[config.mk]
export PLATFORM = sky130hd
export DESIGN_NAME = intc_router
export DESIGN_NICKNAME = d
export VERILOG_FILES = /design/src/rtl/intc_pkg.sv /design/src/rtl/intc_src_cond.sv /design/src/rtl/intc_regs.sv /design/src/rtl/intc_route_mux.sv /design/src/rtl/intc_router.sv
export SDC_FILE = /design/constraint.sdc
export NUM_CORES = 1
export LEC_CHECK = 0
export ABC_CLOCK_PERIOD_IN_PS = 3000
export BUFFER_PORTS_ARGS = -buffer_cell sky130_fd_sc_hd__buf_2
export CORE_MARGIN = 2
export CORE_UTILIZATION = 28
export DETAILED_ROUTE_END_ITERATION = 8
export PLACE_DENSITY = 0.53
export SKIP_LAST_GASP = 1
export SLEW_MARGIN = 20
export SYNTH_ARGS = -nofsm -noshare
export SYNTH_HDL_FRONTEND = slang
export SYNTH_SLANG_ARGS = --single-unit
[constraint.sdc]
create_clock -name clk -period 3 [get_ports clk]
set_input_delay 0.3 -clock clk [delete_from_list [all_inputs] [get_ports clk]]
set_output_delay 0.3 -clock clk [all_outputs]
set_load 0.01 [all_outputs]
[src/rtl/intc_pkg.sv]
package intc_pkg;
    localparam int NSRC   = 32;
    localparam int NCORE  = 4;
    localparam int NLINE  = 4;
    localparam int RW     = NCORE + NLINE;
    localparam int NOUT   = NCORE * NLINE;
    localparam int DW     = NSRC;
    localparam int BPW    = DW / RW;
    localparam int LBW    = $clog2(BPW);
    localparam int RWORDS = NSRC / BPW;
    localparam int RWB    = $clog2(RWORDS);
    localparam int AW     = RWB + 1;

    localparam logic [AW-1:0] W_STAT  = AW'(RWORDS + 0);
    localparam logic [AW-1:0] W_ENST  = AW'(RWORDS + 1);
    localparam logic [AW-1:0] W_EN    = AW'(RWORDS + 2);
    localparam logic [AW-1:0] W_DIS   = AW'(RWORDS + 3);
    localparam logic [AW-1:0] W_POL   = AW'(RWORDS + 4);
    localparam logic [AW-1:0] W_MODE  = AW'(RWORDS + 6);

    localparam logic [RW-1:0] ROUTE_RST = RW'(8'h11);

    typedef struct packed {
        logic s1;
        logic s2;
        logic prev;
        logic stat;
    } cond_t;

    typedef struct packed {
        logic [NSRC-1:0]          en;
        logic [NSRC-1:0]          pol;
        logic [NSRC-1:0]          mode;
        logic [DW-1:0]            rdata;
        logic [NSRC-1:0][RW-1:0]  route;
    } regs_t;
endpackage

[src/rtl/intc_src_cond.sv]
module intc_src_cond
    import intc_pkg::*;
(
    input  logic clk,
    input  logic rst_n,
    input  logic raw_i,
    input  logic pol_i,
    input  logic mode_i,
    input  logic clr_i,
    output logic stat_o,
    output logic hit_o
);
    cond_t c_d, c_q;
    logic  level;
    logic  hit;

    always_comb begin
        c_d      = c_q;
        c_d.s1   = raw_i;
        c_d.s2   = c_q.s1;
        c_d.prev = c_q.s2;
        level    = pol_i ? c_q.s2 : ~c_q.s2;
        if (mode_i) begin
            hit = pol_i ? (c_q.s2 & ~c_q.prev) : (~c_q.s2 & c_q.prev);
        end else begin
            hit = 1'b0;
        end
        if (mode_i) begin
            c_d.stat = hit | (c_q.stat & ~clr_i);
        end else begin
            c_d.stat = level;
        end
    end

    always_ff @(posedge clk or negedge rst_n) begin
        if (!rst_n) begin
            c_q <= '0;
        end else begin
            c_q <= c_d;
        end
    end

    assign stat_o = c_q.stat;
    assign hit_o  = hit;
endmodule

[src/rtl/intc_regs.sv]
module intc_regs
    import intc_pkg::*;
(
    input  logic                     clk,
    input  logic                     rst_n,
    input  logic                     sel_i,
    input  logic                     wr_i,
    input  logic [AW-1:0]            addr_i,
    input  logic [DW-1:0]            wdata_i,
    input  logic [NSRC-1:0]          stat_i,
    output logic [DW-1:0]            rdata_o,
    output logic [NSRC-1:0]          en_o,
    output logic [NSRC-1:0]          pol_o,
    output logic [NSRC-1:0]          mode_o,
    output logic [NSRC-1:0]          clr_o,
    output logic [NSRC-1:0][RW-1:0]  route_o
);
    regs_t r_d, r_q;
    logic  wsel, rsel, in_route;

    always_comb begin
        r_d      = r_q;
        clr_o    = '0;
        wsel     = sel_i & wr_i;
        rsel     = sel_i & ~wr_i;
        in_route = ~addr_i[AW-1];

        if (wsel) begin
            if (in_route) begin
                for (int j = 0; j < BPW; j++) begin
                    r_d.route[{addr_i[RWB-1:0], LBW'(j)}] = wdata_i[j*RW +: RW];
                end
            end else begin
                case (addr_i)
                    W_STAT:  clr_o      = wdata_i;
                    W_EN:    r_d.en     = r_q.en | wdata_i;
                    W_DIS:   r_d.en     = r_q.en & ~wdata_i;
                    W_POL:   r_d.pol    = wdata_i;
                    W_MODE:  r_d.mode   = wdata_i;
                    default: ;
                endcase
            end
        end

        if (rsel) begin
            r_d.rdata = '0;
            if (in_route) begin
                for (int j = 0; j < BPW; j++) begin
                    r_d.rdata[j*RW +: RW] = r_q.route[{addr_i[RWB-1:0], LBW'(j)}];
                end
            end else begin
                case (addr_i)
                    W_STAT:  r_d.rdata = stat_i;
                    W_ENST:  r_d.rdata = r_q.en;
                    W_POL:   r_d.rdata = r_q.pol;
                    W_MODE:  r_d.rdata = r_q.mode;
                    default: r_d.rdata = '0;
                endcase
            end
        end
    end

    always_ff @(posedge clk or negedge rst_n) begin
        if (!rst_n) begin
            r_q       <= '0;
            r_q.route <= {NSRC{ROUTE_RST}};
        end else begin
            r_q <= r_d;
        end
    end

    assign rdata_o = r_q.rdata;
    assign en_o    = r_q.en;
    assign pol_o   = r_q.pol;
    assign mode_o  = r_q.mode;
    assign route_o = r_q.route;
endmodule

[src/rtl/intc_route_mux.sv]
module intc_route_mux
    import intc_pkg::*;
(
    input  logic [NSRC-1:0]          pend_i,
    input  logic [NSRC-1:0][RW-1:0]  route_i,
    output logic [NOUT-1:0]          irq_o
);
    for (genvar c = 0; c < NCORE; c++) begin : g_core
        for (genvar l = 0; l < NLINE; l++) begin : g_line
            logic [NSRC-1:0] hits;
            always_comb begin
                for (int s = 0; s < NSRC; s++) begin
                    hits[s] = pend_i[s] & route_i[s][c] & route_i[s][NCORE+l];
                end
            end
            assign irq_o[c*NLINE+l] = |hits;
        end
    end
endmodule

[src/rtl/intc_router.sv]
module intc_router
    import intc_pkg::*;
(
    input  logic              clk,
    input  logic              rst_n,
    input  logic              sel_i,
    input  logic              wr_i,
    input  logic [AW-1:0]     addr_i,
    input  logic [DW-1:0]     wdata_i,
    output logic [DW-1:0]     rdata_o,
    input  logic [NSRC-1:0]   irq_raw_i,
    output logic [NOUT-1:0]   irq_o
);
    logic [NSRC-1:0]          en_vec, pol_vec, mode_vec, clr_vec;
    logic [NSRC-1:0]          stat_vec, hit_vec, pend_vec;
    logic [NSRC-1:0][RW-1:0]  route_vec;

    intc_regs i_regs (
        .clk     (clk),
        .rst_n   (rst_n),
        .sel_i   (sel_i),
        .wr_i    (wr_i),
        .addr_i  (addr_i),
        .wdata_i (wdata_i),
        .stat_i  (stat_vec),
        .rdata_o (rdata_o),
        .en_o    (en_vec),
        .pol_o   (pol_vec),
        .mode_o  (mode_vec),
        .clr_o   (clr_vec),
        .route_o (route_vec)
    );

    for (genvar s = 0; s < NSRC; s++) begin : g_src
        intc_src_cond i_cond (
            .clk    (clk),
            .rst_n  (rst_n),
            .raw_i  (irq_raw_i[s]),
            .pol_i  (pol_vec[s]),
            .mode_i (mode_vec[s]),
            .clr_i  (clr_vec[s]),
            .stat_o (stat_vec[s]),
            .hit_o  (hit_vec[s])
        );
    end

    assign pend_vec = stat_vec & en_vec;

    intc_route_mux i_mux (
        .pend_i  (pend_vec),
        .route_i (route_vec),
        .irq_o   (irq_o)
    );
endmodule

==> results of run 1 <==
## worst min-delay path: stages
cell,delay [ns]
buf_2,0.19
nand2_1,0.10
mux2i_1,0.07
## layout make-up
cell class	count	area, µm²
Antenna cell	2	5.00
Clock buffer	91	1840
Fill cell	9384	62100
Clock inverter	24	374
Timing Repair Buffer	338	2810
Inverter	34	128
Multi-Input combinational cell	1587	12800
Tap cell	1265	1580
Sequential cell	512	13000
## worst paths after layout
check | startpoint | endpoint
max reg2reg | i_regs.route_o[207] | i_regs.rdata_o[15]
max | flip-flop | irq_o[9]
min in group asynchronous | rst_n | g_src[0].i_cond.c_d[1]
min | wdata_i[2] | flip-flop
min reg2reg | g_src[8].i_cond.c_d[2] | g_src[8].i_cond.c_d[1]
max in group asynchronous | rst_n | async pin
## cell families after synthesis
group | count (synthesis)
AOI/OAI and AO/OA | 192
xor gates and xnor gates | 32
buffers and inverters | 289
DFF | 512
muxes | 448
and+or+nand+nor | 915
## per-stage QoR
stage	area [µm²]	std cells
3_5_place_dp	29300	3665
2_1_floorplan	26600	2388
6_report	32500	3853
4_1_cts	32100	3823
5_1_grt	32500	3851
3_3_place_gp	29300	3665
## metal layers
layer,wire length [µm],track usage (%)
met5,68,0
met2,70300,48.6
met4,6580,11.6
met1,65700,42.3
met3,10900,5.19
## flip-flops by register name, indices dropped and copies added (netlist names), named ones only
signal               flops
i_regs.pol_o            32
i_regs.route_o         256
g_src.i_cond.stat_o     32
g_src.i_cond.c_q        32
i_regs.mode_o           32
i_regs.rdata_o          32
g_src.i_cond.c_d        64
## power breakdown
part	total (W)	switching, W	internal (W)
registers	0.0115	0.00324	0.00830
logic	0.00672	0.00374	0.00298
clock network	0.00816	0.00315	0.00501
total	0.0264	0.0101	0.0163
## layout by cell type (no fill, tap or decap), types with 7 or more instances in the layout
cell / n
a222oi_1: 32
nor2_1: 37
buf_4: 142
buf_12: 34
mux2_2: 281
a31oi_1: 32
and3_1: 34
clkbuf_16: 63
dfrtp_2: 50
buf_6: 9
a221oi_1: 32
a21oi_1: 32
nor4_4: 11
clkbuf_8: 16
nand3_1: 12
bufinv_16: 9
inv_1: 32
o21ai_0: 32
nand4_1: 632
mux4_2: 32
xor2_1: 32
dfstp_2: 64
nor3b_1: 32
clkbuf_1: 12
mux2_4: 30
clkinv_2: 7
dlygate4sd3_1: 37
mux2i_1: 96
nand2_1: 81
buf_2: 113
dfrtp_1: 393
nor3_1: 37
nor4_1: 13
mux2_1: 9
a31o_2: 28
## what timing repair did
action                                  4_1_cts  5_1_grt
endpoints found under the hold margin        87        0
endpoints found under the setup margin       15       15
gates resized for setup                      60       39
buffers inserted                              6       28
hold buffers                                 37        0
pin swaps                                    31       34
gates cloned                                  0        0
==> qor.txt, run 1 <==
# Max-Cap Violations: 0
GRT Util Overall: 30.8%
Io pins: 120
Relative slew slack: 31.6%
Clock Pin Slew Worst Setup and Hold Paths: 0.06 ns
Fin util: 34.4%
Post-synth cell types: 41
Worst-margin pin slew: 1.03 ns
Hold path cells: 3
Leakage: 13.7 nW
Final setup viols: 6
TritonRoute pass-1 iters: 8
Critical Path RT: 2.70 ns
Worst path arrival time: 2.78 ns
Top cells by count, synth: 632 x nand4_1, 448 x dfrtp_1, 281 x mux2_2
CP bufs+invs: 2
Share of layout cells above drive strength 1: 35.9%
Yosys warning total: 0
Ys flop type: dfrtp_1
Antenna Nets Post-Route: 0
Die width: 312 µm
Core area: 0.0946 mm²
Post-synth top area share: 42.2%
Status: finished with violations
Sequential fraction of the synthesis area: 48.5%
Setup WS pre-CTS: 0.0628 ns
Tcrit/Tclk final: 103%
Slowest stage cell, crit path: dfrtp_2
Top cells by area, synth: dfrtp_1 42%, nand4_1 15%, mux2_2 12%
Hold slack: 0.0391 ns
Vias in the first global route: 22600
Max Freq: 0.325 GHz
Complex-gate fraction of the synthesized area: 5.27%
Vias: 24300
Synth Area in Simple Gates: 20.5%
CTS Buffer Depth: 3
Synth Area in XOR/XNOR: 1.05%
Skew-Pair Late Insertion Delay: 0.66 ns
Fin. Hold Viols: 0
DRT iter0 DRCs: 3488
Buffers on Ports: 119
Syn_area_per_cell: 11.1 µm²
Yosys reg bits: 512
Synth async-reset ratio: 100%
Cell seen most often among critical-path stages: nand4_1
Die ar.: 0.0974 mm²
Synth Cell Area: 0.0266 mm²
Final worst slack: -0.0814 ns
Post-DP HPWL: 119000 µm
RD Place Congestion: 1.08
Num Clock Sinks: 512
Setup TNS: -0.213 ns
Mapped Nets: 2460
DIE HEIGHT: 312 µm
R2r setup slk: 0.93 ns
Layout area overhead: 22.3%
Starting density of the core: 28.1%
Remaining Overflow, GRT: 0
EDFF count, synth: 0
Post-DR wirelength/cell: 39.9 µm
Root Driver: clkbuf_16
Crit path max-delay family: simple AND/OR/NAND/NOR gates
Clock skew: 0.0137 ns
CP peak stage delay: 0.53 ns
CTS tree: done
Cell count after synthesis: 2388
Most frequent cell after synthesis: nand4_1
Cell Pwr Density: 812 mW/mm²
CP startpoint kind: flip-flop
Site Rows: 113
Multiplexer area fraction after synthesis: 20.3%
First-pass GRT wire length: 206000 µm
Main combinational cell family by area after synthesis: simple AND/OR/NAND/NOR gates
Overall power: 0.0264 W
Post-route minimum period: 3.08 ns
RSZ-0062 raised after global routing: yes
CTS Buf Count: 61
Cells along the critical path: nand4_1 -> nand4_1 -> nor4_4 -> buf_4 -> nand2_1 -> buf_2
Peak VDD IR: 479 µV
Post-Synth Adder-Cell Area: 0%
Final WL: 154000 µm
Antenna violations before repair: 8
CP Capture Type: primary output
Area leader, netlist: dfrtp_1
Cell depth of the worst setup path: 6
Failing checks: negative setup slack
Reg2reg path depth: 3
DRC: 0
Final nets: 2606
CTS HTree Levels: 2
DR vias/cell: 6.30
Min-Delay Path Class: input port to flip-flop
Largest net degree at the start of global routing: 89
Count of final max-slew check failures: 0
Crit Path Class: flip-flop to primary output
Maximum fanout along the worst path: 18
Note: power is estimated with default switching activity, not from simulation.
==> run 2: changes to the inputs <==
--- a/config.mk
+++ b/config.mk
@@ -7,10 +7,12 @@
 export LEC_CHECK = 0
 export ABC_CLOCK_PERIOD_IN_PS = 3000
 export BUFFER_PORTS_ARGS = -buffer_cell sky130_fd_sc_hd__buf_2
+export CELL_PAD_IN_SITES_DETAIL_PLACEMENT = 1
+export CELL_PAD_IN_SITES_GLOBAL_PLACEMENT = 1
 export CORE_MARGIN = 2
 export CORE_UTILIZATION = 28
 export DETAILED_ROUTE_END_ITERATION = 8
-export PLACE_DENSITY = 0.53
+export PLACE_DENSITY = 0.6
 export SKIP_LAST_GASP = 1
 export SLEW_MARGIN = 20
 export SYNTH_ARGS = -nofsm -noshare
==> run 2 against run 1 <==
  * Routed wire length rose by 7.5%
  * Worst hold slack got worse by 0.00091 ns
  * First-iteration DRC count fell by 22%
  * Critical path depth did not move
  * Largest cell class unchanged
  * Core utilization rose by 0.19 points
  * Clock-buffer cell count fell by 9
  * Largest power group unchanged
  * The flow still finishes with violations (negative setup slack)
  * Highest routed layer unchanged
  * Final area rose by 0.57%
  * Clock power fell by 3.8%
  * Clock skew rose by 0.0032 ns
==> qor.txt, run 2 (same netlist as run 1, synthesis figures left out) <==
Status: finished with violations
Failing checks: negative setup slack
Fin util: 34.6%
CP endpoint: irq_o[4]
Clock group share of total power: 29.6%
DR vias/cell: 6.27
Worst-margin pin slew: 0.926 ns
GRT Util Overall: 33.4%
Sw frac: 39.5%
Critical Path RT: 2.70 ns
Post-DP HPWL: 130000 µm
Combinational share of power: 27.6%
Cell seen most often among critical-path stages: nand4_1
Final worst slack: -0.0346 ns
Max FFs per register: 256
Crit path launch: i_regs.route_o[49]
Setup TNS: -0.0830 ns
CP bufs+invs: 2
CTS HTree Levels: 2
RSZ-0062 raised after global routing: yes
Leading cell type in the layout, fill and taps excluded: nand4_1
Post-DR wirelength/cell: 42.2 µm
Die width: 312 µm
Antenna Cells: 0
Hold slack: 0.0382 ns
Peak VDD IR: 436 µV
Io pins: 120
Fin. Hold Viols: 0
Setup WS pre-CTS: 0.207 ns
RD Place Congestion: 1.06
Leakage: 13.8 nW
Skew-Pair Late Insertion Delay: 0.67 ns
First-pass GRT wire length: 224000 µm
Reg2reg end: i_regs.rdata_o[15]
Clock skew: 0.0169 ns
CP peak stage delay: 0.66 ns
CTS Buf Count: 59
Layout area overhead: 23.0%
Antenna violations before repair: 11
Tcrit/Tclk final: 101%
Crit path max-delay family: simple AND/OR/NAND/NOR gates
Overall power: 0.0265 W
Relative slew slack: 38.3%
CTS tree: done
DRT iter0 DRCs: 2738
Count of final max-slew check failures: 0
Min-Delay Path Class: input port to flip-flop
Buffers on Ports: 119
Final nets: 2665
Starting density of the core: 28.1%
R2r setup slk: 0.88 ns
NetSw: 0.0105 W
CP startpoint kind: flip-flop
Clock Pin Slew Worst Setup and Hold Paths: 0.07 ns
Power Internal: 0.0161 W
Maximum fanout along the worst path: 5
Cell depth of the worst setup path: 6
Antenna Nets Post-Route: 0
Commonest cells after routing, fill and taps aside: 632 x nand4_1, 400 x dfrtp_1, 281 x mux2_2, 214 x buf_4, 114 x buf_2
Vias: 24500
Cells along the critical path: nand4_1 -> nand4_1 -> nor4_1 -> buf_4 -> nand2_1 -> buf_2
DIE HEIGHT: 312 µm
Max Freq: 0.330 GHz
Hold path cells: 3
Slowest stage cell, crit path: dfrtp_1
Reg2reg path depth: 5
Vias in the first global route: 24700
Site Rows: 113
CP Capture Type: primary output
FF-to-FF Start: i_regs.route_o[15]
TritonRoute pass-1 iters: 6
Core area: 0.0946 mm²
Post-route minimum period: 3.03 ns
DRC: 0
# Max-Cap Violations: 0
Die ar.: 0.0974 mm²
Final WL: 165000 µm
Largest net degree at the start of global routing: 83
Share of layout cells above drive strength 1: 37.2%
Root Driver: clkbuf_16
CTS Buffer Depth: 3
Final setup viols: 3
Crit Path Class: flip-flop to primary output
Remaining Overflow, GRT: 0
Flop pwr share: 42.9%
Num Clock Sinks: 512
Cell Pwr Density: 812 mW/mm²
Worst path arrival time: 2.73 ns
-- run 2: changes by cell type in the layout (fill, tap and decap cells not counted), moves of 3 or more --
| cell | previous run | this run |
|---|---|---|
| nor4_1 | 13 | 8 |
| dfrtp_2 | 50 | 46 |
| clkinvlp_4 | 1 | 4 |
| nor4_2 | 5 | 14 |
| clkinv_2 | 7 | 12 |
| buf_4 | 142 | 214 |
| clkbuf_8 | 16 | 10 |
| buf_12 | 34 | 26 |
| nor4_4 | 11 | 7 |
| dfrtp_1 | 393 | 400 |
| dfrtp_4 | 5 | 2 |
| inv_6 | 5 | 0 |
-- run 2: worst min path at each step --
stage               slack [ns]   startpoint           endpoint
floorplan                0.004        rst_n          async pin
global placement          0.29        rst_n  i_regs.route_o[3]
detailed placement        0.30        rst_n  i_regs.route_o[3]
CTS                      0.001   wdata_i[8]          flip-flop
global route              0.03  wdata_i[17]          flip-flop
finish                    0.04   wdata_i[8]          flip-flop
-- run 2: through the flow --
step,cell area [µm²],instances
detailed placement,29700,3726
CTS,32600,3908
floorplan,26600,2388
global placement,29700,3726
finish,32700,3908
global route,32700,3908
-- run 2: cell type report --
| class | instances | area (µm²) |
|---|---|---|
| tap | 1265 | 1580 |
| clock buffer | 82 | 1710 |
| clock inverter | 29 | 385 |
| timing repair buffer | 399 | 3160 |
| multi-input combinational | 1587 | 12800 |
| sequential | 512 | 13000 |
| inverter | 34 | 128 |
| fill | 10200 | 61900 |
-- run 2: worst reg2reg max path: stages, from the launching register on --
cell,delay (ns)
dfrtp_1,0.48
mux2i_1,0.11
a221oi_1,0.78
o21ai_0,0.28
buf_4,0.24
a31oi_1,0.14
-- run 2: repair_timing --
| item | 4_1_cts | 5_1_grt |
|---|---|---|
| pin swaps | 36 | 17 |
| resized for setup | 70 | 16 |
| cloned | 0 | 0 |
| setup buffers | 36 | 0 |
| hold endpoints to repair | 87 | 0 |
| endpoints found under the setup margin | 13 | 13 |
| hold buffers | 36 | 0 |
-- run 2: layer usage --
layer,wire [µm],part of all wire [%],vias up,global-route usage [%]
met1,72000,44,13300,45.7
met2,76200,46,1090,53.7
met5,95,0.058,-,0
li1,-,-,9833,-
met4,6790,4.1,14,11.7
met3,9940,6.0,252,5.01
-- run 2: power groups by stage --
stage,combinational [W],sequential [W],clock [W]
after floorplan,0.00371,0.00938,0
after global placement,0.00651,0.0113,0
after detailed placement,0.00657,0.0114,0
after CTS,0.00714,0.0112,0.00800
after global routing,0.00758,0.0115,0.00825
final,0.00731,0.0114,0.00785
